**config.mk**
```make
export PLATFORM = sky130hd
export DESIGN_NAME = ram_own_ctrl
export DESIGN_NICKNAME = d
export VERILOG_FILES = /design/src/rtl/ram_own_pkg.sv /design/src/rtl/ram_own_req_dec.sv /design/src/rtl/ram_own_done_collect.sv /design/src/rtl/ram_own_fsm.sv /design/src/rtl/ram_own_rd_mux.sv /design/src/rtl/ram_own_ctrl.sv
export SDC_FILE = /design/constraint.sdc
export NUM_CORES = 1
export LEC_CHECK = 0
export BUFFER_PORTS_ARGS = -buffer_cell sky130_fd_sc_hd__buf_2
export CORE_MARGIN = 2
export CORE_UTILIZATION = 35
export CTS_CLUSTER_DIAMETER = 40
export CTS_CLUSTER_SIZE = 30
export DETAILED_ROUTE_END_ITERATION = 8
export PLACE_DENSITY = 0.92
export SLEW_MARGIN = 20
export SYNTH_ARGS = -nofsm -noshare
export SYNTH_HDL_FRONTEND = slang
export SYNTH_HIERARCHICAL = 1
export SYNTH_SLANG_ARGS = --single-unit
```
**constraint.sdc**
```tcl
create_clock -name clk_i -period 3.1 [get_ports clk_i]
set_input_delay 0.31 -clock clk_i [delete_from_list [all_inputs] [get_ports clk_i]]
set_output_delay 0.31 -clock clk_i [all_outputs]
set_load 0.02 [all_outputs]
```
**src/rtl/ram_own_pkg.sv**
```systemverilog
package ram_own_pkg;
  localparam int unsigned NUM_SLOTS = 3;
  localparam int unsigned SLOT_STAT  = 0;
  localparam int unsigned SLOT_FORCE = 1;
  localparam int unsigned SLOT_CLEAR = 2;

  // bit positions decoded by software
  localparam int unsigned BIT_GRANT = 1;
  localparam int unsigned BIT_OPEN  = 8;
  localparam int unsigned BIT_WIPE  = 12;
  localparam int unsigned BIT_CLOSE = 1;

  typedef enum logic [1:0] {
    ST_IDLE       = 2'd0,
    ST_OPEN_WIPE  = 2'd1,
    ST_CLOSE_WIPE = 2'd2
  } own_state_e;
endpackage

```
**src/rtl/ram_own_req_dec.sv**
```systemverilog
module ram_own_req_dec
  import ram_own_pkg::*;
#(
  parameter int unsigned DATA_W = 32
) (
  input  logic [NUM_SLOTS-1:0] wr_sel_i,
  input  logic [DATA_W-1:0]    wr_data_i,
  output logic                 open_req_o,
  output logic                 close_req_o,
  output logic                 wipe_set_o
);
  logic unused_data;
  assign unused_data = ^wr_data_i;

  assign open_req_o  = wr_sel_i[SLOT_FORCE] & wr_data_i[BIT_OPEN];
  assign wipe_set_o  = wr_sel_i[SLOT_FORCE] & wr_data_i[BIT_WIPE];
  assign close_req_o = wr_sel_i[SLOT_CLEAR] & wr_data_i[BIT_CLOSE];
endmodule

```
**src/rtl/ram_own_done_collect.sv**
```systemverilog
module ram_own_done_collect #(
  parameter int unsigned NUM_RAMS = 4
) (
  input  logic                clk_i,
  input  logic                rst_ni,
  input  logic                restart_i,
  input  logic                active_i,
  input  logic [NUM_RAMS-1:0] done_i,
  output logic                all_done_o
);
  logic [NUM_RAMS-1:0] seen_q;

  for (genvar g = 0; g < NUM_RAMS; g++) begin : g_ram
    always_ff @(posedge clk_i or negedge rst_ni) begin
      if (!rst_ni)                   seen_q[g] <= 1'b0;
      else if (restart_i)            seen_q[g] <= 1'b0;
      else if (active_i && done_i[g]) seen_q[g] <= 1'b1;
    end
  end

  // stale pulses never land in seen_q, so gating with active_i is enough
  assign all_done_o = active_i & (&(seen_q | done_i));
endmodule

```
**src/rtl/ram_own_fsm.sv**
```systemverilog
module ram_own_fsm
  import ram_own_pkg::*;
(
  input  logic clk_i,
  input  logic rst_ni,
  input  logic open_req_i,
  input  logic close_req_i,
  input  logic wipe_set_i,
  input  logic all_done_i,
  output logic start_o,
  output logic restart_o,
  output logic busy_o,
  output logic granted_o,
  output logic wipe_o
);
  own_state_e state_q, state_d;
  logic       grant_q, grant_d;
  logic       wipe_q, wipe_d;
  logic       start_q, start_d;
  logic       close_done;

  always_comb begin
    state_d    = state_q;
    grant_d    = grant_q;
    start_d    = 1'b0;
    close_done = 1'b0;
    unique case (state_q)
      ST_IDLE: begin
        if (open_req_i) begin
          if (!grant_q) begin
            state_d = ST_OPEN_WIPE;
            start_d = 1'b1;
          end
        end else if (close_req_i) begin
          if (grant_q && wipe_q) begin
            state_d = ST_CLOSE_WIPE;
            start_d = 1'b1;
          end else begin
            grant_d    = 1'b0;
            close_done = 1'b1;
          end
        end
      end
      ST_OPEN_WIPE: begin
        if (all_done_i) begin
          grant_d = 1'b1;
          state_d = ST_IDLE;
        end
      end
      ST_CLOSE_WIPE: begin
        if (all_done_i) begin
          grant_d    = 1'b0;
          close_done = 1'b1;
          state_d    = ST_IDLE;
        end
      end
      default: state_d = ST_IDLE;
    endcase
  end

  // completion clear beats a simultaneous arm
  always_comb begin
    wipe_d = wipe_q;
    if (close_done)      wipe_d = 1'b0;
    else if (wipe_set_i) wipe_d = 1'b1;
  end

  always_ff @(posedge clk_i or negedge rst_ni) begin
    if (!rst_ni) begin
      state_q <= ST_IDLE;
      grant_q <= 1'b0;
      wipe_q  <= 1'b0;
      start_q <= 1'b0;
    end else begin
      state_q <= state_d;
      grant_q <= grant_d;
      wipe_q  <= wipe_d;
      start_q <= start_d;
    end
  end

  assign start_o   = start_q;
  assign restart_o = start_d;
  assign busy_o    = (state_q != ST_IDLE);
  assign granted_o = grant_q;
  assign wipe_o    = wipe_q;
endmodule

```
**src/rtl/ram_own_rd_mux.sv**
```systemverilog
module ram_own_rd_mux
  import ram_own_pkg::*;
#(
  parameter int unsigned DATA_W = 32,
  parameter int unsigned ADDR_W = 2
) (
  input  logic [ADDR_W-1:0] rd_addr_i,
  input  logic              granted_i,
  input  logic              wipe_i,
  output logic [DATA_W-1:0] rd_data_o
);
  always_comb begin
    rd_data_o = '0;
    case (rd_addr_i)
      ADDR_W'(SLOT_STAT):  rd_data_o[BIT_GRANT] = granted_i;
      ADDR_W'(SLOT_FORCE): rd_data_o[BIT_WIPE]  = wipe_i;
      default:             rd_data_o = '0;
    endcase
  end
endmodule

```
**src/rtl/ram_own_ctrl.sv**
```systemverilog
module ram_own_ctrl
  import ram_own_pkg::*;
#(
  parameter int unsigned NUM_RAMS = 4,
  parameter int unsigned DATA_W   = 32,
  parameter int unsigned ADDR_W   = 2
) (
  input  logic                 clk_i,
  input  logic                 rst_ni,
  input  logic [NUM_SLOTS-1:0] wr_sel_i,
  input  logic [DATA_W-1:0]    wr_data_i,
  input  logic [ADDR_W-1:0]    rd_addr_i,
  output logic [DATA_W-1:0]    rd_data_o,
  output logic                 init_start_o,
  input  logic [NUM_RAMS-1:0]  init_done_i,
  output logic                 busy_o,
  output logic                 granted_o
);
  logic open_req, close_req, wipe_set;
  logic all_done, restart, wipe_flag;

  ram_own_req_dec #(.DATA_W(DATA_W)) u_dec (
    .wr_sel_i    (wr_sel_i),
    .wr_data_i   (wr_data_i),
    .open_req_o  (open_req),
    .close_req_o (close_req),
    .wipe_set_o  (wipe_set)
  );

  ram_own_done_collect #(.NUM_RAMS(NUM_RAMS)) u_collect (
    .clk_i      (clk_i),
    .rst_ni     (rst_ni),
    .restart_i  (restart),
    .active_i   (busy_o),
    .done_i     (init_done_i),
    .all_done_o (all_done)
  );

  ram_own_fsm u_fsm (
    .clk_i       (clk_i),
    .rst_ni      (rst_ni),
    .open_req_i  (open_req),
    .close_req_i (close_req),
    .wipe_set_i  (wipe_set),
    .all_done_i  (all_done),
    .start_o     (init_start_o),
    .restart_o   (restart),
    .busy_o      (busy_o),
    .granted_o   (granted_o),
    .wipe_o      (wipe_flag)
  );

  ram_own_rd_mux #(.DATA_W(DATA_W), .ADDR_W(ADDR_W)) u_rd (
    .rd_addr_i (rd_addr_i),
    .granted_i (granted_o),
    .wipe_i    (wipe_flag),
    .rd_data_o (rd_data_o)
  );
endmodule

```
==> impl_metrics.csv, run 1 <==
group,metric,value,unit
clocking,clk_pin_slew,60,ps
global_routing,track_usage,11.7,%
drt,vias_per_cell,4.12,
floorplanning,start_util,37.8,%
finish,drive_gt1_share,25.7,%
drt,vias,544,
synth,yosys_register_bits,9,
setup_path,worstSetupPathType,"register to register",
synth,synth.distinct_cells,27,
global_routing,antenna_found_initial,0,
power,max-vdd-ir-drop,0.338,mV
floorplanning,core_area,0.00198,mm^2
sta,layout_min_cycle_time,1960,ps
setup_path,crit_start,"u_fsm/state_q[0]",
synth,yosysSeqAreaShare,30.1,%
drt,ant_nets,0,
sta,hold_viol_final,0,
hold_path,hold_path.class,"input port to register",
sta,finalSetupViolations,0,
place,io_buffer_count,17,
global_routing,grt_max_degree,10,
global_routing,overflow,0,
setup_path,rr_worst_depth,8,
clocking,clkLatencyLatePin,250,ps
floorplanning,io_pins,78,
drt,firstDrtPassIters,3,
power,power_density,810,mW/mm^2
floorplanning,rows,16,
floorplanning,fp.dieH,50.3,um
setup_path,arrival,2150,ps
finish,fill_cells,203,
clocking,cts_tree,"yes",
synth,yosysWarnings,6,
finish,area_growth,5.18,%
drt,drc,0,
drt,drtIter0Drc,4,
finish,final_area,788,um^2
sta,rsz0062_at_grt,"false",
clocking,cts.path.max_buffers,2,
clocking,h-tree-depth,1,
power,leakage,0.415,nW
place,hpwlAfterDp,1130,um
sta,fmax,509,MHz
status,status,"finished clean",
setup_path,startpoint_type,"register",
sta,tns,0,ps
synth,netlist_instances,84,
synth,avgSynthCellArea,8.92,um^2
floorplanning,die_w,50.3,um
finish,diodes,0,
place,routabilityCongestion,0.734,
global_routing,grt_pass1_wl,2230,um
place,dpl-instance-area,752,um^2
floorplanning,die_area,0.00253,mm^2
setup_path,timing.rr.start,"u_fsm/state_q[0]",
sta,fin_skew,1.17,ps
setup_path,timing.rr.end,"u_fsm/granted_o",
drt,routed_wl,1290,um
sta,period_share,63.4,%
sta,fin_hold_ws,316,ps
setup_path,critPathMaxFanout,9,
clocking,numCtsBuffers,3,
synth,synthesis.area,749,um^2
global_routing,grt_pass1_vias,529,
clocking,clock_sinks,9,
setup_path,cp-end-kind,"register",
drt,wl_per_cell,9.77,um
clocking,ctsRootBufferMaster,"clkbuf_4",
setup_path,required,3280,ps
finish,layout.nets,152,
setup_path,critPathCapture,"u_fsm/granted_o",
setup_path,rrSetupSlack,1140,ps
sta,slew_violations,0,
job,max-cap-violations,0,
[critical path: stages, from the launching register on]
cell	delay [ps]
dfrtp_1	390
inv_1	80
ha_1	250
inv_1	230
o21ai_1	140
nor3_2	280
nand2_1	130
mux2_4	280
o21ai_2	110
[state kept, by name, summed over array words and instances (netlist names)]
register / flops
u_collect/seen_q: 4
u_fsm/state_q: 2
u_fsm/granted_o: 1
u_fsm/start_o: 1
u_fsm/wipe_o: 1
[Yosys cell counts]
library cell	instances	share of area, %
buf_4	30	30
o21ai_2	1	1.2
conb_1	1	0.50
a2bb2oi_1	1	1.2
nor2b_1	1	0.84
nor3_2	1	1.3
nor2_1	7	3.5
mux2_4	1	2.0
a21oi_1	6	4.0
nand4b_1	1	1.2
o21ai_1	2	1.3
a22oi_1	1	1.0
o22ai_1	1	0.84
nand3b_1	1	1.0
nor2b_2	1	1.2
nand2b_1	1	0.84
and3b_1	1	1.2
ha_1	3	5.0
o21ai_0	1	0.67
dfrtp_1	9	30
nand2_1	3	1.5
o32ai_2	1	2.2
inv_2	1	0.50
nor3b_2	1	1.7
and2_1	3	2.5
inv_1	3	1.5
o32a_1	1	1.3
[metal layers]
layer,routed length [um],vias to the layer above,track usage (%),part of all wire (%)
met1,476,247,13.0,37
met4,52,0,9.72,4.0
li1,-,260,-,-
met2,662,31,19.5,51
met5,0,-,0,0
met3,97,6,1.49,7.5
[cell families after synthesis]
family / count (synthesis) / synth area share (%)
buf+inv: 34 / 32.1
simple gates: 21 / 16.7
compound gates: 15 / 13.7
fa+ha+maj: 3 / 5.01
other cells: 1 / 0.500
flops: 9 / 30.1
mux: 1 / 2.00
[layout by cell type (no fill, tap or decap), drive strengths merged]
| master | count |
|---|---|
| nand3b | 1 |
| nand4b | 1 |
| clkbuf | 4 |
| inv | 4 |
| dfrtp | 9 |
| nor3b | 1 |
| o32a | 1 |
| dlygate4sd3 | 1 |
| o22ai | 1 |
| and3b | 1 |
| a2bb2oi | 1 |
| o32ai | 1 |
| nor2b | 2 |
| mux2 | 1 |
| and2 | 3 |
| buf | 17 |
| nor3 | 1 |
| nor2 | 7 |
| nand2 | 3 |
| o21ai | 4 |
| nand2b | 1 |
| ha | 3 |
| a22oi | 1 |
| conb | 30 |
| a21oi | 6 |
[layout make-up]
type / count / area, um^2 / share of cell area, %
well taps: 27 / 33.8 / 4.29
inverters: 4 / 15.0 / 1.90
repair buffers: 18 / 95.1 / 12.1
clock buffers: 4 / 26.3 / 3.33
flip-flops and latches: 9 / 225 / 28.6
multi-input cells: 70 / 393 / 49.8
[through the flow]
step	instances	total power, mW	setup WS, ps	utilization [%]
after floorplan	113	0.499	1310	-
after global placement	127	0.531	1260	37.9
after detailed placement	127	0.554	1150	37.9
after CTS	132	0.647	1140	39.8
after global routing	132	0.704	975	39.8
final	132	0.639	1140	39.8
[power breakdown]
| part | internal (mW) | total, mW | switching [mW] |
|---|---|---|---|
| clock network | 0.0494 | 0.0870 | 0.0376 |
| registers | 0.170 | 0.206 | 0.0356 |
| logic | 0.134 | 0.346 | 0.213 |
[how the worst min path moves through the flow]
stage | startpoint | endpoint | slack (ps) | cells past startpoint
after global placement | rst_ni | u_collect/seen_q[1] | 160 | 1
final | init_done_i[2] | u_collect/seen_q[2] | 320 | 3
after detailed placement | rst_ni | u_collect/seen_q[0] | 170 | 1
after floorplan | rst_ni | u_collect/seen_q[0] | 10 | 0
after CTS | init_done_i[2] | u_collect/seen_q[2] | 310 | 3
after global routing | init_done_i[2] | u_collect/seen_q[2] | 340 | 3
[timing repair]
action	CTS	global route
endpoints found under the hold margin	9	0
setup buffers	0	0
endpoints found under the setup margin	0	0
hold buffers	1	0
gates resized for setup	0	0
No activity file was read; power rests on OpenSTA's default activity.
==> inputs of run 2 (changes only) <==
Settings changed: CORE_ASPECT_RATIO set to 1.75, CORE_UTILIZATION 35 to 31, PLACE_DENSITY 0.92 to 0.87.
Clock period 3.1 ns to 1.65 ns, I/O delays scaled along.
==> run 2 against run 1 <==
Die area up 12%; final cell count up 1.5%; register-to-register slack worse by 1000 ps; critical path type unchanged; clock skew up 1.5 ps; worst setup slack worse by 1000 ps; via count up 3.9%; sequential cell count unchanged; global-route usage down 2.5 points; sequential share of layout area down 1.7 points.
==> impl_metrics.csv, run 2 (synthesis gave the netlist of run 1 again) <==
group,metric,value,unit
drt,drtIter0Drc,9,
place,routabilityCongestion,0.803,
job,max-cap-violations,0,
hold_path,min_path_cells,3,
drt,routed_wl,1260,um
finish,final_cell_mix,"30 x conb_1, 17 x buf_2, 9 x dfrtp_1, 7 x nor2_1, 6 x a21oi_1",
setup_path,crit_start,"u_fsm/state_q[1]",
power,power_density,1620,mW/mm^2
power,seqPwrFrac,28.2,%
setup_path,worstSetupPathType,"register to register",
finish,top_register,"u_collect/seen_q",
floorplanning,rows,23,
global_routing,grt_pass1_vias,469,
sta,hold_viol_final,0,
place,hpwlAfterDp,1050,um
hold_path,min_from,"init_done_i[2]",
sta,layout_min_cycle_time,1520,ps
sta,rsz0062_at_grt,"false",
drt,drc,0,
finish,drive_gt1_share,30.3,%
floorplanning,start_util,32.6,%
clocking,h-tree-depth,1,
power,p_total,1.36,mW
finish,largest_reg_flops,4,
global_routing,grt_pass1_wl,1830,um
setup_path,arrival,1680,ps
drt,firstDrtPassIters,4,
drt,vias_per_cell,4.22,
global_routing,track_usage,9.11,%
setup_path,rr_worst_depth,8,
sta,fmax,659,MHz
power,leakage,0.440,nW
finish,fin_util,36.5,%
status,status,"finished clean",
clocking,clk_pin_slew,40,ps
finish,final_common_cell,"conb_1",
clocking,cts_tree,"yes",
power,switching_power,558,uW
clocking,clock_sinks,9,
clocking,numCtsBuffers,3,
hold_path,hold_path.class,"input port to register",
power,swShare,41.0,%
drt,ant_nets,0,
finish,diodes,0,
floorplanning,io_pins,78,
clocking,clkLatencyLatePin,230,ps
drt,wl_per_cell,9.43,um
floorplanning,fp.dieH,69.0,um
finish,top_regs,"u_collect/seen_q x4, u_fsm/state_q x2",
sta,fin_ws,133,ps
sta,period_share,91.9,%
clocking,cts.path.max_buffers,2,
sta,fin_skew,2.65,ps
sta,slew_violations,0,
setup_path,startpoint_type,"register",
setup_path,critPathMaxFanout,3,
setup_path,required,1810,ps
power,p_int,802,uW
sta,finalSetupViolations,0,
place,io_buffer_count,17,
floorplanning,die_w,41.2,um
floorplanning,core_area,0.00230,mm^2
power,clkPwrFrac,18.5,%
finish,layout.nets,156,
clocking,ctsRootBufferMaster,"clkbuf_8",
finish,area_growth,12.0,%
global_routing,overflow,0,
global_routing,antenna_found_initial,0,
floorplanning,die_area,0.00284,mm^2
power,comb_power_share,53.2,%
place,dp_slack,115,ps
global_routing,grt_max_degree,10,
power,max-vdd-ir-drop,0.963,mV
setup_path,cp-end-kind,"register",
drt,vias,565,
sta,tns,0,ps
setup_path,timing.rr.start,"u_fsm/state_q[1]",
==> run 2: cell types whose count changed in the layout (fill, tap and decap cells not counted) <==
cell,before,now
buf_4,0,4
clkbuf_4,3,0
clkbuf_8,0,3
ha_1,3,2
ha_2,0,1
inv_1,3,2
inv_4,0,1
==> run 2: final timing paths <==
path | endpoint | slack (ps)
worst max-delay path | u_fsm/granted_o | 130
worst min-delay path | u_collect/seen_q[2] | 190
worst max register to register | u_fsm/granted_o | 130
worst min register to register | u_collect/seen_q[2] | 500
max in group asynchronous | u_fsm/wipe_o | 1170
min in group asynchronous | u_collect/seen_q[2] | 300
==> run 2: what timing repair did <==
| item | CTS | global route |
|---|---|---|
| hold buffers | 1 | 0 |
| buffers inserted | 0 | 0 |
| resized for setup | 0 | 1 |
| hold endpoints to repair | 9 | 0 |
| endpoints found under the setup margin | 0 | 1 |
==> run 2: worst max-delay path: stages, from the launching register on <==
cell and delay, ps:
dfrtp_1 380, inv_1 110, ha_2 220, inv_4 30
o21ai_1 80, nor3_2 80, buf_4 140, o32a_1 350
o21ai_2 60
==> run 2: metal layers <==
| layer | wire length [um] | global-route usage (%) |
|---|---|---|
| met2 | 622 | 14.9 |
| met1 | 450 | 9.71 |
| met4 | 23 | 4.30 |
| met5 | 0 | 0 |
| met3 | 168 | 2.89 |
==> run 2: final cells by class <==
cell class	instances	area [um^2]
flip-flops and latches	9	225
well taps	25	31.3
fillers	251	1460
repair buffers	22	125
inverters	4	17.5
multi-input cells	70	395
clock buffers	4	45.0
==> run 2: metrics by stage <==
stage / instance area (um^2) / instances / hold WS, ps
4_1_cts: 837 / 134 / 188
6_report: 840 / 134 / 190
3_5_place_dp: 782 / 129 / 29.0
3_3_place_gp: 782 / 129 / 21.6
2_1_floorplan: 861 / 113 / -131
5_1_grt: 840 / 134 / 205
==> run 2: power groups by stage <==
stage	sequential [mW]	combinational (mW)	clock [mW]
final	0.384	0.724	0.252
after global routing	0.395	0.806	0.271
after CTS	0.385	0.723	0.260
after detailed placement	0.388	0.718	0
after global placement	0.382	0.702	0
after floorplan	0.398	0.554	0
==> inputs of run 3 (changes only) <==
Clock period 1.65 ns to 1.3 ns, I/O delays scaled along.
==> run 3 against run 2 <==
The flow now finishes with violations (setup timing); hold slack got worse by 32 ps; combinational power rose by 71%; sequential power rose by 29%; final cell count rose by 5.2%; routed wire length rose by 17%; first-iteration DRC count fell by 11%; critical endpoint unchanged; highest routed layer unchanged.
==> impl_metrics.csv, run 3 (synthesis gave the netlist of run 1 again) <==
group,metric,value,unit
sta,period_share,110,%
floorplanning,die_area,0.00284,mm^2
power,seqPwrFrac,24.0,%
setup_path,timing.rr.end,"u_fsm/granted_o",
setup_path,startpoint_type,"register",
finish,final_common_cell,"conb_1",
job,max-cap-violations,0,
hold_path,min_path_cells,3,
sta,layout_min_cycle_time,1430,ps
drt,routed_wl,1480,um
setup_path,timing.rr.start,"u_fsm/state_q[0]",
finish,layout.nets,163,
finish,final_cell_mix,"30 x conb_1, 16 x buf_2, 11 x buf_4, 9 x dfrtp_1, 7 x nor2_1",
power,power_density,2210,mW/mm^2
global_routing,overflow,0,
power,clkPwrFrac,15.9,%
finish,top_register,"u_collect/seen_q",
drt,drtIter0Drc,8,
floorplanning,io_pins,78,
status,violations,"setup timing",
sta,hold_viol_final,0,
setup_path,required,1420,ps
sta,fmax,701,MHz
sta,slew_violations,0,
sta,fin_ws,-126,ps
clocking,clkLatencyLatePin,240,ps
clocking,clk_pin_slew,40,ps
sta,fin_skew,0.724,ps
global_routing,grt_pass1_wl,2180,um
clocking,numCtsBuffers,3,
power,leakage,0.479,nW
place,dpl-instance-area,833,um^2
drt,vias_per_cell,4.27,
place,hpwlAfterDp,1150,um
setup_path,rrSetupSlack,-130,ps
power,max-vdd-ir-drop,0.977,mV
hold_path,hold_path.class,"input port to register",
setup_path,worst_path_most_repeated_cell,"buf_4",
clocking,cts.path.max_buffers,2,
drt,drc,0,
clocking,cts_tree,"yes",
place,routabilityCongestion,0.841,
sta,tns,-311,ps
setup_path,path_cells,"buf_4 -> buf_4 -> buf_4 -> ha_1 -> nor2_1 -> o32a_1 -> o21ai_2",
setup_path,arrival,1550,ps
drt,wl_per_cell,10.5,um
sta,rsz0062_at_grt,"true",
status,status,"complete, but fails checks",
place,io_buffer_count,17,
finish,multiInputGateArea,427,um^2
finish,top_regs,"u_collect/seen_q x4, u_fsm/state_q x2",
setup_path,crit_slowest_cell,"dfrtp_1",
drt,ant_nets,0,
place,dp_slack,-235,ps
finish,fill_cells,240,
drt,firstDrtPassIters,4,
finish,final_area,935,um^2
finish,ff_latch_area,225,um^2
power,swShare,41.5,%
setup_path,critPathMaxStageDelay,390,ps
hold_path,holdPathEnd,"u_collect/seen_q[3]",
hold_path,min_from,"init_done_i[3]",
floorplanning,start_util,32.6,%
floorplanning,die_w,41.2,um
clocking,h-tree-depth,1,
finish,area_growth,24.7,%
finish,largest_reg_flops,4,
setup_path,rr_worst_depth,7,
global_routing,grt_max_degree,10,
power,comb_power_share,60.1,%
global_routing,track_usage,11.7,%
setup_path,cp-end-kind,"register",
setup_path,worstSetupPathType,"register to register",
clocking,ctsRootBufferMaster,"clkbuf_8",
sta,fin_hold_ws,159,ps
power,switching_power,858,uW
setup_path,critPathMaxFanout,3,
finish,drive_gt1_share,37.9,%
floorplanning,rows,23,
global_routing,antenna_found_initial,0,
floorplanning,fp.dieH,69.0,um
finish,diodes,0,
power,p_int,1.21,mW
clocking,clock_sinks,9,
sta,finalSetupViolations,4,
floorplanning,core_area,0.00230,mm^2
drt,vias,602,
global_routing,grt_pass1_vias,532,
[run 3: worst max path at each step]
| stage | from | endpoint | slack (ps) | depth (start not counted) |
|---|---|---|---|---|
| finish | u_fsm/state_q[0] | u_fsm/granted_o | -130 | 7 |
| global route | u_fsm/state_q[0] | u_fsm/state_q[0] | -200 | 8 |
| CTS | u_fsm/state_q[1] | u_fsm/granted_o | -100 | 8 |
| detailed placement | u_fsm/state_q[1] | u_fsm/granted_o | -240 | 8 |
| global placement | u_fsm/state_q[1] | u_fsm/granted_o | -170 | 8 |
| floorplan | u_fsm/state_q[0] | u_fsm/granted_o | -240 | 8 |
[run 3: per-layer routing]
metal / track usage, % / up-vias / wire length, um / share of wire [%]
li1: - / 283 / - / -
met1: 10.9 / 272 / 525 / 35
met2: 19.4 / 44 / 745 / 50
met3: 2.89 / 3 / 169 / 11
met4: 8.60 / 0 / 41 / 2.8
met5: 0 / - / 0 / 0
[run 3: power by group through the flow]
| stage | clock network (mW) | registers (mW) | logic [mW] |
|---|---|---|---|
| finish | 0.328 | 0.495 | 1.24 |
| detailed placement | 0 | 0.488 | 1.11 |
| CTS | 0.341 | 0.493 | 1.23 |
| global placement | 0 | 0.480 | 1.07 |
| global route | 0.354 | 0.509 | 1.36 |
| floorplan | 0 | 0.510 | 0.776 |
[run 3: critical path, delay by kind of cell (launching register included)]
kind / cells / cell delay [ps]
fa+ha+maj: 1 / 210
simple gates: 1 / 100
flops: 1 / 390
buf+inv: 3 / 390
compound gates: 2 / 230
[run 3: area by class of cell]
type	count	area share (%)
Clock buffer	4	4.82
Sequential cell	9	24.1
Tap cell	25	3.35
Inverter	4	2.41
Multi-Input combinational cell	70	45.6
Timing Repair Buffer	29	19.7
[run 3: through the flow]
| step | cells | total power [mW] | utilization [%] |
|---|---|---|---|
| finish | 141 | 2.07 | 40.6 |
| global route | 141 | 2.22 | 40.6 |
| CTS | 140 | 2.06 | 40.3 |
| detailed placement | 133 | 1.60 | 36.2 |
| global placement | 133 | 1.55 | 36.2 |
| floorplan | 113 | 1.29 | - |
[run 3: repair_timing]
action / 4_1_cts / 5_1_grt
resized for setup: 6 / 0
pin swaps: 2 / 0
hold buffers: 1 / 0
endpoints found under the setup margin: 5 / 4
buffers inserted: 2 / 1
endpoints found under the hold margin: 9 / 0
